==> config.mk <==
export PLATFORM = sky130hd
export DESIGN_NAME = usb_ep_buf_mgr
export DESIGN_NICKNAME = d
export VERILOG_FILES = /design/src/rtl/usb_epbuf_pkg.sv /design/src/rtl/epbuf_datapath.sv /design/src/rtl/epbuf_ctrl.sv /design/src/rtl/usb_ep_buf_mgr.sv
export SDC_FILE = /design/constraint.sdc
export NUM_CORES = 1
export LEC_CHECK = 0
export BUFFER_PORTS_ARGS = -buffer_cell sky130_fd_sc_hd__buf_4
export CORE_MARGIN = 1.5
export CORE_UTILIZATION = 39
export CTS_BUF_LIST = sky130_fd_sc_hd__clkbuf_2 sky130_fd_sc_hd__clkbuf_4 sky130_fd_sc_hd__clkbuf_8
export DETAILED_ROUTE_END_ITERATION = 8
export PLACE_DENSITY = 0.55
export SLEW_MARGIN = 15
export SYNTH_ARGS = -nofsm -noshare
export SYNTH_HDL_FRONTEND = slang
export SYNTH_SLANG_ARGS = --single-unit
export TNS_END_PERCENT = 20
==> constraint.sdc <==
create_clock -name clk -period 4.7 [get_ports clk]
set_input_delay 0.47 -clock clk [delete_from_list [all_inputs] [get_ports clk]]
set_output_delay 0.47 -clock clk [all_outputs]
set_load 0.02 [all_outputs]
==> src/rtl/usb_epbuf_pkg.sv <==
package usb_epbuf_pkg;

  // Strobes from control to datapath, issued in the packet start cycle.
  typedef struct packed {
    logic       load;     // a packet begins this cycle
    logic       accept;   // packet goes to RAM
    logic       isSetup;  // use the short setup limit
    logic [7:0] region;   // RAM region index
  } rxCmd_t;

endpackage

==> src/rtl/epbuf_datapath.sv <==
module epbuf_datapath
  import usb_epbuf_pkg::*;
#(
  parameter int BUF_BYTES = 64,
  parameter int ADDR_W    = 10,
  localparam int OFF_W    = $clog2(BUF_BYTES),
  localparam int CNT_W    = OFF_W + 1
) (
  input  logic             clk,
  input  logic             rstN,
  input  rxCmd_t           cmd,
  input  logic             rxValid,
  input  logic [7:0]       rxData,
  input  logic             rxEnd,
  output logic             ramWe,
  output logic [ADDR_W-1:0] ramAddr,
  output logic [7:0]       ramData,
  output logic [CNT_W-1:0] count,
  output logic             ovf,
  output logic             active,
  output logic             isSetup
);

  localparam int SETUP_BYTES = 8;

  logic             activeQ, setupQ, ovfQ;
  logic [7:0]       regionQ;
  logic [CNT_W-1:0] cntQ;
  logic [CNT_W-1:0] limit;
  logic             room;

  assign limit = setupQ ? CNT_W'(SETUP_BYTES) : CNT_W'(BUF_BYTES);
  assign room  = cntQ < limit;

  always_ff @(posedge clk) begin
    if (!rstN) begin
      activeQ <= 1'b0;
      setupQ  <= 1'b0;
      ovfQ    <= 1'b0;
      regionQ <= '0;
      cntQ    <= '0;
    end else if (cmd.load) begin
      activeQ <= cmd.accept;
      setupQ  <= cmd.isSetup;
      regionQ <= cmd.region;
      cntQ    <= '0;
      ovfQ    <= 1'b0;
    end else begin
      if (rxValid && activeQ) begin
        if (room) cntQ <= cntQ + 1'b1;
        else      ovfQ <= 1'b1;
      end
      if (rxEnd) activeQ <= 1'b0;
    end
  end

  assign ramWe   = rxValid && activeQ && room;
  assign ramAddr = ADDR_W'({regionQ, cntQ[OFF_W-1:0]});
  assign ramData = rxData;
  assign count   = cntQ;
  assign ovf     = ovfQ;
  assign active  = activeQ;
  assign isSetup = setupQ;

endmodule

==> src/rtl/epbuf_ctrl.sv <==
module epbuf_ctrl
  import usb_epbuf_pkg::*;
#(
  parameter int NUM_EP    = 8,
  parameter int BUF_BYTES = 64,
  localparam int EP_W     = $clog2(NUM_EP),
  localparam int OFF_W    = $clog2(BUF_BYTES),
  localparam int CNT_W    = OFF_W + 1,
  localparam int ADDR_W   = EP_W + 1 + OFF_W
) (
  input  logic              clk,
  input  logic              rstN,
  input  logic              rxStart,
  input  logic              rxSetup,
  input  logic [EP_W-1:0]   rxEp,
  input  logic              rxEnd,
  input  logic              rxGood,
  output logic              rxNak,
  output rxCmd_t            cmd,
  input  logic [CNT_W-1:0]  dpCount,
  input  logic              dpOvf,
  input  logic              dpActive,
  input  logic              dpSetup,
  input  logic              txReq,
  input  logic              txDone,
  input  logic              txGood,
  input  logic [EP_W-1:0]   txEp,
  output logic              txNak,
  output logic              txBusy,
  output logic [ADDR_W-1:0] txBase,
  output logic [CNT_W-1:0]  txLen,
  input  logic [4:0]        regAddr,
  input  logic              regWe,
  input  logic [15:0]       regWdata,
  output logic [15:0]       regRdata,
  output logic              irq,
  output logic [15:0]       isrOut,
  output logic [NUM_EP-1:0] togOut
);

  localparam int BIT_SETUP = 0;
  localparam int BIT_RDY   = 1;
  localparam int BIT_FREE  = 2;
  localparam int BIT_OVF   = 3;
  localparam int BIT_EP    = 7;

  logic [15:0]       isr, ier, isrSet, isrClr;
  logic              ep0Armed;
  logic [CNT_W-1:0]  ep0Len;
  logic [NUM_EP-1:0] cfgEn, cfgDir, tog, full0, full1;
  logic [1:0]        cfgType [NUM_EP];
  logic [CNT_W-1:0]  len0 [NUM_EP];
  logic [CNT_W-1:0]  len1 [NUM_EP];
  logic [EP_W-1:0]   curEp;

  logic              rxAccept;
  logic [7:0]        rxRegion;
  logic              txSel;
  logic [EP_W-1:0]   regEp;
  logic [1:0]        regBank;
  logic              rxOkEnd, rxDataEnd, txOkDone;

  // ---------------- receive admission ----------------
  always_comb begin
    rxAccept = 1'b0;
    rxRegion = '0;
    if (rxSetup) begin
      rxAccept = 1'b1;
      rxRegion = 8'd0;
    end else if (rxEp == '0) begin
      rxAccept = 1'b1;
      rxRegion = 8'd1;
    end else begin
      rxAccept = cfgEn[rxEp] && !cfgDir[rxEp] &&
                 !(tog[rxEp] ? full1[rxEp] : full0[rxEp]);
      rxRegion = 8'({rxEp, tog[rxEp]});
    end
  end

  assign cmd   = '{load: rxStart, accept: rxAccept, isSetup: rxSetup, region: rxRegion};
  assign rxNak = rxStart && !rxAccept;

  // ---------------- transmit lookup ----------------
  assign txSel = tog[txEp];

  always_comb begin
    if (txEp == '0) begin
      txBusy = !ep0Armed;
      txBase = ADDR_W'(BUF_BYTES);
      txLen  = ep0Len;
    end else begin
      txBusy = !(cfgEn[txEp] && cfgDir[txEp] && (txSel ? full1[txEp] : full0[txEp]));
      txBase = {txEp, txSel, {OFF_W{1'b0}}};
      txLen  = txSel ? len1[txEp] : len0[txEp];
    end
  end

  assign txNak = txReq && txBusy;

  // ---------------- event decode ----------------
  assign rxOkEnd   = rxEnd && rxGood && dpActive;
  assign rxDataEnd = rxOkEnd && !dpOvf && !dpSetup;
  assign txOkDone  = txDone && txGood && !txBusy;

  always_comb begin
    isrSet = '0;
    if (rxOkEnd && dpOvf)              isrSet[BIT_OVF]   = 1'b1;
    if (rxOkEnd && !dpOvf && dpSetup)  isrSet[BIT_SETUP] = 1'b1;
    if (rxDataEnd && curEp == '0)      isrSet[BIT_RDY]   = 1'b1;
    if (rxDataEnd && curEp != '0)      isrSet = isrSet | (16'd1 << (BIT_EP + int'(curEp)));
    if (txOkDone && txEp == '0)        isrSet[BIT_FREE]  = 1'b1;
    if (txOkDone && txEp != '0)        isrSet = isrSet | (16'd1 << (BIT_EP + int'(txEp)));
  end

  assign regEp   = regAddr[EP_W-1:0];
  assign regBank = regAddr[4:3];
  assign isrClr  = (regWe && regAddr == 5'd0) ? regWdata : 16'd0;

  // ---------------- register read ----------------
  always_comb begin
    regRdata = '0;
    if (regAddr == 5'd0)      regRdata = isr;
    else if (regAddr == 5'd1) regRdata = ier;
    else if (regAddr == 5'd2) begin
      regRdata[CNT_W-1:0] = ep0Len;
      regRdata[7]         = ep0Armed;
    end else if (regBank == 2'b01) begin
      regRdata[0]   = cfgEn[regEp];
      regRdata[1]   = cfgDir[regEp];
      regRdata[3:2] = cfgType[regEp];
      regRdata[4]   = full0[regEp];
      regRdata[5]   = full1[regEp];
      regRdata[6]   = tog[regEp];
    end else if (regBank == 2'b10) begin
      regRdata[CNT_W-1:0] = len0[regEp];
      regRdata[8+:CNT_W]  = len1[regEp];
    end
  end

  // ---------------- state ----------------
  always_ff @(posedge clk) begin
    if (!rstN) begin
      isr      <= '0;
      ier      <= '0;
      ep0Armed <= 1'b0;
      ep0Len   <= '0;
      cfgEn    <= '0;
      cfgDir   <= '0;
      tog      <= '0;
      full0    <= '0;
      full1    <= '0;
      curEp    <= '0;
      for (int e = 0; e < NUM_EP; e++) begin
        cfgType[e] <= '0;
        len0[e]    <= '0;
        len1[e]    <= '0;
      end
    end else begin
      isr <= (isr & ~isrClr) | isrSet;
      if (rxStart) curEp <= rxSetup ? '0 : rxEp;

      // firmware writes
      if (regWe) begin
        if (regAddr == 5'd1) ier <= regWdata;
        if (regAddr == 5'd2) begin
          ep0Len   <= regWdata[CNT_W-1:0];
          ep0Armed <= 1'b1;
        end
        if (regBank == 2'b01 && regEp != '0) begin
          cfgEn[regEp]   <= regWdata[0];
          cfgDir[regEp]  <= regWdata[1];
          cfgType[regEp] <= regWdata[3:2];
          if (regWdata[4]) begin
            full0[regEp] <= regWdata[1];
            if (regWdata[1]) len0[regEp] <= regWdata[8+:CNT_W];
          end
          if (regWdata[5]) begin
            full1[regEp] <= regWdata[1];
            if (regWdata[1]) len1[regEp] <= regWdata[8+:CNT_W];
          end
        end
      end

      // completed receive
      if (rxDataEnd) begin
        if (curEp == '0) ep0Len <= dpCount;
        else begin
          if (tog[curEp]) begin
            full1[curEp] <= 1'b1;
            len1[curEp]  <= dpCount;
          end else begin
            full0[curEp] <= 1'b1;
            len0[curEp]  <= dpCount;
          end
          tog[curEp] <= ~tog[curEp];
        end
      end

      // completed transmit
      if (txOkDone) begin
        if (txEp == '0) ep0Armed <= 1'b0;
        else begin
          if (txSel) full1[txEp] <= 1'b0;
          else       full0[txEp] <= 1'b0;
          tog[txEp] <= ~tog[txEp];
        end
      end
    end
  end

  assign irq    = |(isr & ier);
  assign isrOut = isr;
  assign togOut = tog;

endmodule

==> src/rtl/usb_ep_buf_mgr.sv <==
module usb_ep_buf_mgr
  import usb_epbuf_pkg::*;
#(
  parameter int NUM_EP    = 8,
  parameter int BUF_BYTES = 64,
  localparam int EP_W     = $clog2(NUM_EP),
  localparam int CNT_W    = $clog2(BUF_BYTES) + 1,
  localparam int ADDR_W   = $clog2(2 * NUM_EP * BUF_BYTES)
) (
  input  logic              clk,
  input  logic              rstN,
  input  logic              rxStart,
  input  logic              rxSetup,
  input  logic [EP_W-1:0]   rxEp,
  input  logic              rxValid,
  input  logic [7:0]        rxData,
  input  logic              rxEnd,
  input  logic              rxGood,
  output logic              rxNak,
  input  logic              txReq,
  input  logic              txDone,
  input  logic              txGood,
  input  logic [EP_W-1:0]   txEp,
  output logic              txNak,
  output logic [ADDR_W-1:0] txBase,
  output logic [CNT_W-1:0]  txLen,
  output logic              ramWe,
  output logic [ADDR_W-1:0] ramAddr,
  output logic [7:0]        ramData,
  input  logic [4:0]        regAddr,
  input  logic              regWe,
  input  logic [15:0]       regWdata,
  output logic [15:0]       regRdata,
  output logic              irq
);

  rxCmd_t            cmd;
  logic [CNT_W-1:0]  dpCount;
  logic              dpOvf, dpActive, dpSetup, txBusy;
  logic [15:0]       isrOut;
  logic [NUM_EP-1:0] togOut;

  epbuf_ctrl #(.NUM_EP(NUM_EP), .BUF_BYTES(BUF_BYTES)) ctrl (
    .clk(clk), .rstN(rstN),
    .rxStart(rxStart), .rxSetup(rxSetup), .rxEp(rxEp),
    .rxEnd(rxEnd), .rxGood(rxGood), .rxNak(rxNak), .cmd(cmd),
    .dpCount(dpCount), .dpOvf(dpOvf), .dpActive(dpActive), .dpSetup(dpSetup),
    .txReq(txReq), .txDone(txDone), .txGood(txGood), .txEp(txEp),
    .txNak(txNak), .txBusy(txBusy), .txBase(txBase), .txLen(txLen),
    .regAddr(regAddr), .regWe(regWe), .regWdata(regWdata), .regRdata(regRdata),
    .irq(irq), .isrOut(isrOut), .togOut(togOut)
  );

  epbuf_datapath #(.BUF_BYTES(BUF_BYTES), .ADDR_W(ADDR_W)) dp (
    .clk(clk), .rstN(rstN), .cmd(cmd),
    .rxValid(rxValid), .rxData(rxData), .rxEnd(rxEnd),
    .ramWe(ramWe), .ramAddr(ramAddr), .ramData(ramData),
    .count(dpCount), .ovf(dpOvf), .active(dpActive), .isSetup(dpSetup)
  );

endmodule

# Word level (Yosys, flattened, before mapping)
# Memory sizes are Yosys's and may differ from the RTL's.
# Cells that the tools add are included.
# classes
shift,2
n_eq_ne,4
n_lt_le_gt_ge,8
muxes,151
n_addsub,3
bitwise,15
reduce_logical,52
# op_table
operator,n
two-way mux 8 bit,27
two-way mux 7 bit,17
two-way mux 1 bit,67
two-way mux 16 bit,4
left shift 1 x 32 -> 16 bit (first input constant),2
binary-select mux 1 bit (select 3 bit),16
bitwise mux 8 bit,6
AND 16 bit,2
OR 16 bit,2
OR reduction 7 bit,4
logical AND 1 bit,25
two-way mux 3 bit,6
AND 8 bit,2
less-than comparator 3 x 4 -> 1 bit (second input constant),4
inverter 16 bit,1
OR 4 x 16 -> 16 bit,1
OR 8 bit,2
OR reduction 16 bit,1
two-way mux 15 bit,1
two-way mux 10 bit,1
demux 1 bit (select 3 bit),3
greater-or-equal comparator 3 x 1 -> 1 bit (second input constant),3
zero test 3 bit,3
nonzero test 3 bit,3
16 further kinds,32
# totals
reg_bits,97
ram_bits,128
input_bits,46
out_inout_bits,55
memories,3
elab_cells,253
# mem_list
memory,words,width,rd,rd_clocked_by_memory_dff,wr,line,source
ctrl.len0,8,7,2,0,8,epbuf_ctrl.sv:52,logic [CNT_W-1:0] len0 [NUM_EP];
ctrl.len1,8,7,2,0,8,epbuf_ctrl.sv:53,logic [CNT_W-1:0] len1 [NUM_EP];
ctrl.cfgType,8,2,1,0,8,epbuf_ctrl.sv:51,logic [1:0] cfgType [NUM_EP];

# Depth between registers and ports, before layout
# Gate-level depths: netlist (run 1).
# depth
word_depth,18
depth_mapped,9
ltp_nobuf,5

# Modules after synthesis
# From an unflattened synthesis (run 1), not the netlist that was laid out.
# hier_totals
cells_unflattened,1274
hier_area_um2,13427.9
# modules_own_cells
module,seq_area_each_um2,cells_each,area_per_inst_um2,n_inst
epbuf_ctrl,5505.3,1194,12682.2,1
epbuf_datapath,280.3,80,745.7,1

# Worst setup path before layout (run 1)
# Ideal clock, no wire load.
# synth_path
path_kind,input to output
start,input port txEp[0]
end,output port txNak
arrival_ps,2159
slack_ps,2071
cell_stages,6
cell_sequence,buf_6 > mux4_2 > buf_6 > mux2i_1 > o21ai_0 > a21boi_0
# synth_between
elab_chain_cells,7
elab_cells_between_ends,17
cone_classes,mux (12); reduce/logical (5)
# synth_rtl
element,line,source
"start, declared",usb_ep_buf_mgr.sv:23,"input logic [EP_W-1:0] txEp,"
binary-select mux 1 bit (select 3 bit) (on tied branches),"epbuf_ctrl.sv:92, epbuf_ctrl.sv:84",
two-way mux 1 bit (on tied branches),"epbuf_ctrl.sv:92, epbuf_ctrl.sv:84",
two-way mux 1 bit / logical AND 1 bit (equally long branches),epbuf_ctrl.sv:92,txBusy = !(cfgEn[txEp] && cfgDir[txEp] && (txSel ? full1[txEp] : full0[txEp]));
logical AND 1 bit,epbuf_ctrl.sv:92,
zero test 1 bit,epbuf_ctrl.sv:92,
two-way mux 1 bit (*),epbuf_ctrl.sv:87,if (txEp == '0) begin
logical AND 1 bit (*),epbuf_ctrl.sv:98,assign txNak = txReq && txBusy;
"end, declared",usb_ep_buf_mgr.sv:24,"output logic txNak,"
# Every way passes the cells marked *; elsewhere a longest branch is shown, timed or not. The select of a mux whose other input is x is not followed.

# Final worst setup path (run 1)
# Same ends and word-level chain as after synthesis.

==> flow_summary.json, run 1 <==
{
  "ys_ff_latch": 224,
  "routed_wl_um": 46800,
  "setup_tns_ns": 0,
  "regToRegEndpoint": "ctrl.len0[1][1]",
  "fmax_mhz": 288,
  "whs_endpoint": "ctrl.isrOut[15]",
  "dieHeight_um": 186,
  "cts_inserted_buffers": 41,
  "htree_levels": 2,
  "hold_depth": 2,
  "rr_worst_depth": 4,
  "p_total_w": 0.00463,
  "ios": 101,
  "gp_congestion": 0.972,
  "coreArea_um2": 32700,
  "worstPathRequired_ns": 4.23,
  "arrival_ns": 3.00,
  "ys_types": 71,
  "mostFrequentLayoutCell": "edfxtp_1",
  "worstMarginPinSlew_ns": 1.01,
  "dp_hpwl_um": 32800,
  "via_count": 10700,
  "maxCapViolCount": 0,
  "reg2reg_setup_slack_ns": 1.45,
  "drt_iter0_drc": 1247,
  "drc": 0,
  "hold_start": "regWdata[15]",
  "relSlewSlack": 0.324,
  "cts_resized": 0,
  "grt_pass1_wl_um": 68000,
  "vias_per_cell": 6.22,
  "irDropWorstVdd_mv": 0.217,
  "rsz0062_at_grt": "false",
  "setup_viol": 0,
  "synthArstFlopShare": 0,
  "cts.clk_slew.worst_paths_ns": 0.06,
  "p_per_area_nw_per_um2": 317,
  "clock_latency_ns": 0.56,
  "hold_buffers": 0,
  "antenna_found_initial": 0,
  "finalCritPeriodShare": 0.739,
  "rows": 66,
  "r2r-start": "ctrl.curEp[0]",
  "place_worst_setup_slack_ns": 1.20,
  "hold_class": "primary input to flip-flop",
  "io_buffers": 78,
  "outcome": "complete, no violations",
  "drtAntennaViolNets": 0,
  "routedWlPerCell_um": 27.3,
  "die_area_um2": 34400,
  "yosysSeqAreaShare": 0.444,
  "grt_overflow": 0,
  "clkSinkCount": 224,
  "grt_max_degree": 71,
  "track_usage": 0.274,
  "synth.cell_area_um2": 13000,
  "cts_tree": "yes",
  "hold_violations": 0,
  "p_leak_nw": 5.15,
  "cp-end-kind": "output pin",
  "critPathLaunchType": "primary input",
  "ys.flop_type": "edfxtp_1",
  "synth_cells": 1211,
  "fin_crit_ns": 3.47,
  "synth_enable_flop_cells": 128,
  "grt_pass1_vias": 10300,
  "drive_above_1_share": 0.207,
  "final_nets": 1288,
  "synth_area_per_cell_um2": 10.7,
  "drv_slew": 0,
  "cts-root-buf": "clkbuf_8",
  "cp_max_fo": 44,
  "final_cell_mix": "128 x edfxtp_1, 100 x nand2_1, 100 x buf_4, 96 x dfxtp_1, 88 x nor2_1",
  "criticalPathCategory": "primary input to output pin",
  "start_util": 0.397,
  "syn2layout_area_growth_pct": 12.2,
  "post_cts.repair.setup_buffers": 0,
  "worst_slack_ns": 1.23,
  "hold_slack_ns": 0.0874,
  "diodes": 0,
  "yosysWarnings": 0,
  "die_x_um": 186,
  "first_pass_iters": 8,
  "fin_worst_skew_ns": 0.0205,
  "ctsLongestPathBuffers": 3
}
Yosys cell counts, drive strengths merged, types with 3 or more instances:
library cell    n  area, µm²
a211oi         35        273
a21oi          54        270
a221oi          9       78.8
a22o           74        648
a22oi           7       52.6
and2           10       62.6
and3           10       62.6
buf            62        368
clkbuf         74        278
dfxtp          96       1920
edfxtp        128       3840
inv            17       63.8
mux2           12        135
mux2i          66        673
mux4           74       1670
nand2         100        375
nand2b         13       81.3
nand3          61        305
nand3b          3       22.5
nand4          11       68.8
nand4b          4       35.0
nor2           90        343
nor2b          22        138
nor3           19        105
nor4            4       25.0
nor4b           4       35.0
o211ai          5       37.5
o21a           18        135
o21ai          58        290
o221ai          3       26.3
o22ai          10       62.6
o2bb2ai         8       70.1
or3             8       50.1
or4             5       41.3
xnor2           7       61.3
routing by layer:
layer | global-route usage | up-vias | wire, µm
li1 | - | 4669 | -
met1 | 0.357 | 5327 | 18900
met2 | 0.434 | 552 | 21600
met3 | 0.0693 | 107 | 4570
met4 | 0.113 | 0 | 1750
met5 | 0 | - | 0
worst max-delay path, stage by stage:
cell	delay, ns
buf_4	0.63
mux4_2	0.84
mux2i_1	0.42
o21ai_0	0.20
a21boi_0	0.24
buf_4	0.18
power breakdown:
group / switching (W) / total (W) / internal [W]
combinational: 0.000328 / 0.000524 / 0.000196
sequential: 0.0000433 / 0.00218 / 0.00214
clock: 0.000861 / 0.00192 / 0.00106
total: 0.00123 / 0.00463 / 0.00340
cells by family (layout without fill, tap and decap cells):
group                      after synthesis  count (layout)  synth area share
AOI/OAI and AO/OA                      302             302             0.165
xor gates and xnor gates                 7               7           0.00472
adders and majority gates                2               2           0.00193
buffers and inverters                  153             192            0.0546
DFF                                    224             224             0.444
muxes                                  152             152             0.191
other                                    1              22          0.000289
and+or+nand+nor                        370             370             0.139
layout make-up:
| cell class | instances | area, µm² |
|---|---|---|
| fillers | 3164 | 18100 |
| well taps | 442 | 553 |
| clock buffers | 54 | 687 |
| repair buffers | 101 | 771 |
| inverters | 17 | 63.8 |
| clock inverters | 20 | 144 |
| multi-input cells | 855 | 6600 |
| flip-flops and latches | 224 | 5770 |
registers in the layout, indices dropped and copies added, names as in the netlist, 8 cells and up:
name,cells
ctrl.cfgDir,8
ctrl.cfgEn,8
ctrl.cfgType,16
ctrl.full0,8
ctrl.full1,8
ctrl.ier,16
ctrl.isrOut,16
ctrl.len0,56
ctrl.len1,56
ctrl.togOut,8
worst max path at each step:
stage	end	startpoint	cells past startpoint	slack (ns)
after floorplan	txNak	txEp[0]	6	2.07
after global placement	txNak	txEp[0]	6	1.25
after detailed placement	txNak	txEp[0]	6	1.20
after CTS	txNak	txEp[0]	6	1.20
after global routing	txNak	txEp[0]	6	1.05
final	txNak	txEp[0]	6	1.23
stage by stage:
step | cells | util | area (µm²)
6_report | 1713 | 0.446 | 14600
5_1_grt | 1713 | 0.446 | 14600
4_1_cts | 1713 | 0.446 | 14600
3_5_place_dp | 1639 | 0.421 | 13800
3_3_place_gp | 1639 | 0.421 | 13800
2_1_floorplan | 1232 | - | 13100
Note: power is estimated with default switching activity, not from simulation.
==> inputs of run 2 (changes only) <==
--- a/config.mk
+++ b/config.mk
@@ -10,7 +10,7 @@
 export CORE_UTILIZATION = 39
 export CTS_BUF_LIST = sky130_fd_sc_hd__clkbuf_2 sky130_fd_sc_hd__clkbuf_4 sky130_fd_sc_hd__clkbuf_8
 export DETAILED_ROUTE_END_ITERATION = 8
-export PLACE_DENSITY = 0.55
+export PLACE_DENSITY = 0.57
 export SLEW_MARGIN = 15
 export SYNTH_ARGS = -nofsm -noshare
 export SYNTH_HDL_FRONTEND = slang
==> constraint.sdc (replaced) <==
create_clock -name clk -period 3.17 [get_ports clk]
set_input_delay 0.317 -clock clk [delete_from_list [all_inputs] [get_ports clk]]
set_output_delay 0.317 -clock clk [all_outputs]
set_load 0.02 [all_outputs]
==> run 2 against run 1 <==
Against the previous run:
- clock power increased by 57%
- first-iteration DRC count increased by 5.6%
- critical path depth unchanged
- final cell count increased by 2.7%
- register-to-register slack got worse by 0.95 ns
- sequential share of layout area decreased by 1.1 points
- largest cell class unchanged
- combinational power increased by 52%
- worst hold slack got worse by 0.058 ns
- worst setup slack got worse by 1.1 ns
- utilization increased by 1.3 points
==> flow_summary.json, run 2 (synthesized netlist as in run 1, its figures left out) <==
{
  "outcome": "complete, no violations",
  "rows": 66,
  "maxCapViolCount": 0,
  "p_per_area_nw_per_um2": 469,
  "die_area_um2": 34400,
  "drt_iter0_drc": 1317,
  "htree_levels": 2,
  "wirelength_met1_um": 19000,
  "criticalPathCategory": "flip-flop to output pin",
  "finalCritPeriodShare": 0.947,
  "fin_crit_ns": 3.00,
  "dp_hpwl_um": 33900,
  "vias_per_cell": 6.21,
  "clock_latency_ns": 0.56,
  "gp_congestion": 1.02,
  "ios": 101,
  "arrival_ns": 2.69,
  "fin_worst_skew_ns": 0.0219,
  "fillCellCount": 3137,
  "dieHeight_um": 186,
  "hold_class": "primary input to flip-flop",
  "grt_pass1_wl_um": 69300,
  "routed_wl_um": 47200,
  "grt_pass1_vias": 10600,
  "fmax_mhz": 333,
  "die_x_um": 186,
  "track_usage": 0.279,
  "multi_input_area_um2": 6600,
  "cp_max_fo": 19,
  "coreArea_um2": 32700,
  "clkSinkCount": 224,
  "start_util": 0.397,
  "routed-wl-met3_um": 4190,
  "drtAntennaViolNets": 0,
  "cts_inserted_buffers": 41,
  "critPathLaunchType": "flip-flop",
  "dr_wl_met2_um": 21900,
  "grt_max_degree": 59,
  "hold_violations": 0,
  "highest-signal-layer": "met4",
  "cts-root-buf": "clkbuf_8",
  "io_buffers": 78,
  "antenna_found_initial": 0,
  "irDropWorstVdd_mv": 0.306,
  "grt_overflow": 0,
  "mostFrequentLayoutCell": "buf_4",
  "cts_resized": 0,
  "place_inst": 1680,
  "drc": 0,
  "final_nets": 1332,
  "cp-end-kind": "output pin",
  "drv_slew": 0,
  "setup_viol": 0,
  "rsz0062_at_grt": "false",
  "relSlewSlack": 0.275,
  "post_cts.repair.setup_buffers": 0,
  "drive_above_1_share": 0.237,
  "p_leak_nw": 5.42,
  "ctsLongestPathBuffers": 3,
  "cts_tree": "yes",
  "syn2layout_area_growth_pct": 15.5,
  "worstPathRequired_ns": 2.85,
  "final_cell_mix": "140 x buf_4, 128 x edfxtp_1, 100 x nand2_1, 96 x dfxtp_1, 88 x nor2_1",
  "fin_cells": 1759,
  "via_count": 10900,
  "routedWlPerCell_um": 26.8,
  "cts.clk_slew.worst_paths_ns": 0.06,
  "largestRegisters": "ctrl.len0 (56), ctrl.len1 (56)",
  "register_area_um2": 5770,
  "diodes": 0,
  "setup_tns_ns": 0,
  "worstMarginPinSlew_ns": 1.08,
  "first_pass_iters": 5
}
-- run 2: cell type report --
class | count | share of cell area
multi-input cells | 855 | 0.440
repair buffers | 145 | 0.0747
clock buffers | 67 | 0.0556
well taps | 442 | 0.0369
inverters | 17 | 0.00425
clock inverters | 9 | 0.00459
flip-flops and latches | 224 | 0.384
-- run 2: what timing repair did --
item / in CTS / in global routing
hold buffers: 3 / 0
endpoints found under the hold margin: 3 / 0
endpoints found under the setup margin: 0 / 0
-- run 2: through the flow --
step / utilization / cell area, µm² / hold slack [ns] / setup WS (ns) / power, W
3_5_place_dp: 0.430 / 14100 / 0.458 / 0.518 / 0.00407
4_1_cts: 0.459 / 15000 / 0.0147 / 0.213 / 0.00705
2_1_floorplan: - / 13100 / 0.405 / 0.847 / 0.00377
3_3_place_gp: 0.430 / 14100 / 0.450 / 0.522 / 0.00407
5_1_grt: 0.459 / 15000 / 0.0268 / 0.152 / 0.00723
6_report: 0.459 / 15000 / 0.0295 / 0.167 / 0.00704
-- run 2: critical path, cell delays in order (launching register included) --
cell,delay (ns)
dfxtp_1,0.41
mux4_2,0.72
nor2_1,0.21
a211oi_1,0.07
a211oi_1,0.42
a21oi_1,0.11
buf_4,0.18
-- run 2: per-layer routing --
layer  vias to the layer above  GRT usage
li1                       4760          -
met1                      5410      0.372
met2                       616      0.445
met3                       131     0.0423
met4                         0      0.132
met5                         -          0
-- run 2: worst paths after layout --
check                                    start         endpoint  slack, ns  cells after the start
worst min register to register  ctrl.isrOut[5]   ctrl.isrOut[5]       0.47                      2
worst max-delay path            ctrl.togOut[1]         txLen[3]       0.17                      6
worst min-delay path                   rxSetup       dp.isSetup       0.03                      3
worst max register to register       dp.active  ctrl.len0[2][4]       0.50                      4
-- run 2: power by group --
| part | total, W | switching (W) | internal, W |
|---|---|---|---|
| Sequential | 0.00323 | 0.0000618 | 0.00317 |
| Combinational | 0.000798 | 0.000488 | 0.000310 |
| Clock | 0.00301 | 0.00127 | 0.00174 |
| Total | 0.00704 | 0.00182 | 0.00522 |
==> inputs of run 3 (changes only) <==
--- a/config.mk
+++ b/config.mk
@@ -10,7 +10,7 @@
 export CORE_UTILIZATION = 39
 export CTS_BUF_LIST = sky130_fd_sc_hd__clkbuf_2 sky130_fd_sc_hd__clkbuf_4 sky130_fd_sc_hd__clkbuf_8
 export DETAILED_ROUTE_END_ITERATION = 8
-export PLACE_DENSITY = 0.57
+export PLACE_DENSITY = 0.55
 export SLEW_MARGIN = 15
 export SYNTH_ARGS = -nofsm -noshare
 export SYNTH_HDL_FRONTEND = slang
==> constraint.sdc (replaced) <==
create_clock -name clk -period 2.84 [get_ports clk]
set_input_delay 0.284 -clock clk [delete_from_list [all_inputs] [get_ports clk]]
set_output_delay 0.284 -clock clk [all_outputs]
set_load 0.02 [all_outputs]
==> run 3 against run 2 <==
Against the previous run:
- clock skew increased by 0.0030 ns
- worst hold slack better by 0.0074 ns
- critical path depth stayed put
- largest cell class unchanged
- utilization grew 0.70 points
- non-clock buffer count is 23 higher
==> flow_summary.json, run 3 (synthesized netlist as in run 1, its figures left out) <==
{
  "ctsLongestPathBuffers": 3,
  "dieHeight_um": 186,
  "p_leak_nw": 5.54,
  "drive_above_1_share": 0.251,
  "reg2reg_setup_slack_ns": 0.42,
  "final_cell_mix": "161 x buf_4, 128 x edfxtp_1, 100 x nand2_1, 96 x dfxtp_1, 88 x nor2_1",
  "die_x_um": 186,
  "clkSinkCount": 224,
  "grt_pass1_wl_um": 69600,
  "arrival_ns": 2.51,
  "clockPowerShare": 0.432,
  "grt_pass1_vias": 10600,
  "dp_hpwl_um": 34500,
  "gp_congestion": 1.01,
  "diodes": 0,
  "mostFrequentLayoutCell": "buf_4",
  "largestRegisters": "ctrl.len0 (56), ctrl.len1 (56)",
  "finalCritPeriodShare": 0.985,
  "whs_endpoint": "dp.regionQ[3]",
  "rows": 66,
  "vias_per_cell": 6.16,
  "rr_worst_depth": 5,
  "drtAntennaViolNets": 0,
  "routedWlPerCell_um": 26.7,
  "drc": 0,
  "cpMaxStageDelayCell": "mux4_2",
  "worstMarginPinSlew_ns": 0.981,
  "via_count": 11000,
  "path_buf_inv": 2,
  "cts_tree": "yes",
  "die_area_um2": 34400,
  "r2r-start": "ctrl.curEp[0]",
  "hold_start": "rxEp[2]",
  "combPwrFrac": 0.114,
  "final_nets": 1355,
  "crit_family": "compound AO/OA/AOI/OAI gates",
  "fin_crit_ns": 2.80,
  "crit_chain": "mux4_2 > buf_12 > a211oi_1 > a211oi_2 > a21oi_1 > buf_4",
  "hold_violations": 0,
  "grt_overflow": 0,
  "cts_inserted_buffers": 41,
  "cts.clk_slew.worst_paths_ns": 0.06,
  "start_util": 0.397,
  "relSlewSlack": 0.339,
  "io_buffers": 78,
  "drt_iter0_drc": 1423,
  "cts-root-buf": "clkbuf_8",
  "fin_worst_skew_ns": 0.0249,
  "outcome": "complete, no violations",
  "worst_slack_ns": 0.0418,
  "sw_frac_of_total": 0.262,
  "maxCapViolCount": 0,
  "grt_max_degree": 77,
  "intPower_w": 0.00587,
  "cp-end-kind": "output pin",
  "slowest_delay_ns": 0.55,
  "fillCellCount": 3136,
  "ios": 101,
  "fmax_mhz": 357,
  "post-route-util": 0.466,
  "routed_wl_um": 47600,
  "place_worst_setup_slack_ns": 0.345,
  "irDropWorstVdd_mv": 0.297,
  "clock_latency_ns": 0.57,
  "track_usage": 0.279,
  "power_frac_seq": 0.454,
  "p_sw_w": 0.00208,
  "cp_max_fo": 15,
  "antenna_found_initial": 0,
  "criticalPathCategory": "flip-flop to output pin",
  "htree_levels": 2,
  "hold_depth": 3,
  "rsz0062_at_grt": "false",
  "setup_viol": 0,
  "regToRegEndpoint": "ctrl.len0[1][4]",
  "hold_class": "primary input to flip-flop",
  "syn2layout_area_growth_pct": 17.2,
  "worstPathRequired_ns": 2.56,
  "first_pass_iters": 6,
  "p_per_area_nw_per_um2": 522,
  "setup_tns_ns": 0,
  "drv_slew": 0,
  "critPathLaunchType": "flip-flop",
  "coreArea_um2": 32700
}
-- run 3: cell count changes in the layout (fill, tap and decap cells not counted), sizes merged --
cell | previous run | this run
buf | 142 | 164
bufinv | 1 | 3
clkbuf | 67 | 57
clkinv | 7 | 14
clkinvlp | 1 | 0
dlygate4sd3 | 3 | 4
inv | 17 | 18
-- run 3: what timing repair did --
action                                  4_1_cts  5_1_grt
gates resized for setup                       1        6
buffers inserted                              2        0
hold buffers                                  4        0
endpoints found under the hold margin         7        0
pin swaps                                     0        1
endpoints found under the setup margin        8        6
-- run 3: power groups by stage --
stage               logic [W]  clock network [W]  registers [W]
global placement     0.000881                  0        0.00367
global route         0.000950            0.00362        0.00362
finish               0.000905            0.00344        0.00361
detailed placement   0.000884                  0        0.00368
floorplan            0.000575                  0        0.00364
CTS                  0.000891            0.00348        0.00361
-- run 3: routing by layer --
layer | track usage | share of wire
met5 | 0 | 0
met2 | 0.431 | 0.45
met3 | 0.0462 | 0.091
met1 | 0.389 | 0.42
met4 | 0.115 | 0.042
-- run 3: worst min-delay path: cells and delay by family --
kind                   cells  cell delay [ns]
AO/OA/AOI/OAI              1             0.07
buffers and inverters      1             0.14
AND/OR/NAND/NOR            1             0.07
-- run 3: how the worst max path moves through the flow --
stage	startpoint	to	slack, ns	cells after the start
global placement	txEp[0]	txNak	0.36	7
floorplan	ctrl.curEp[0]	ctrl.len0[3][0]	0.58	7
CTS	ctrl.togOut[3]	txLen[0]	0.0008	7
finish	ctrl.togOut[3]	txLen[3]	0.04	6
detailed placement	txEp[0]	txNak	0.35	7
global route	ctrl.togOut[3]	txLen[1]	0.001	7
-- run 3: stage by stage --
step	power (W)	hold slack, ns	cells	area [µm²]
after floorplan	0.00421	0.372	1232	13100
after CTS	0.00798	0.0214	1781	15200
after detailed placement	0.00456	0.455	1700	14200
after global routing	0.00819	0.0296	1781	15200
final	0.00795	0.0369	1781	15200
after global placement	0.00455	0.450	1700	14200
-- run 3: layout make-up --
class	instances	area, µm²	area share
multi-input combinational	855	6640	0.436
tap	442	553	0.0363
timing repair buffer	168	1310	0.0859
clock buffer	57	747	0.0490
clock inverter	18	161	0.0106
inverter	17	63.8	0.00419
sequential	224	5770	0.378
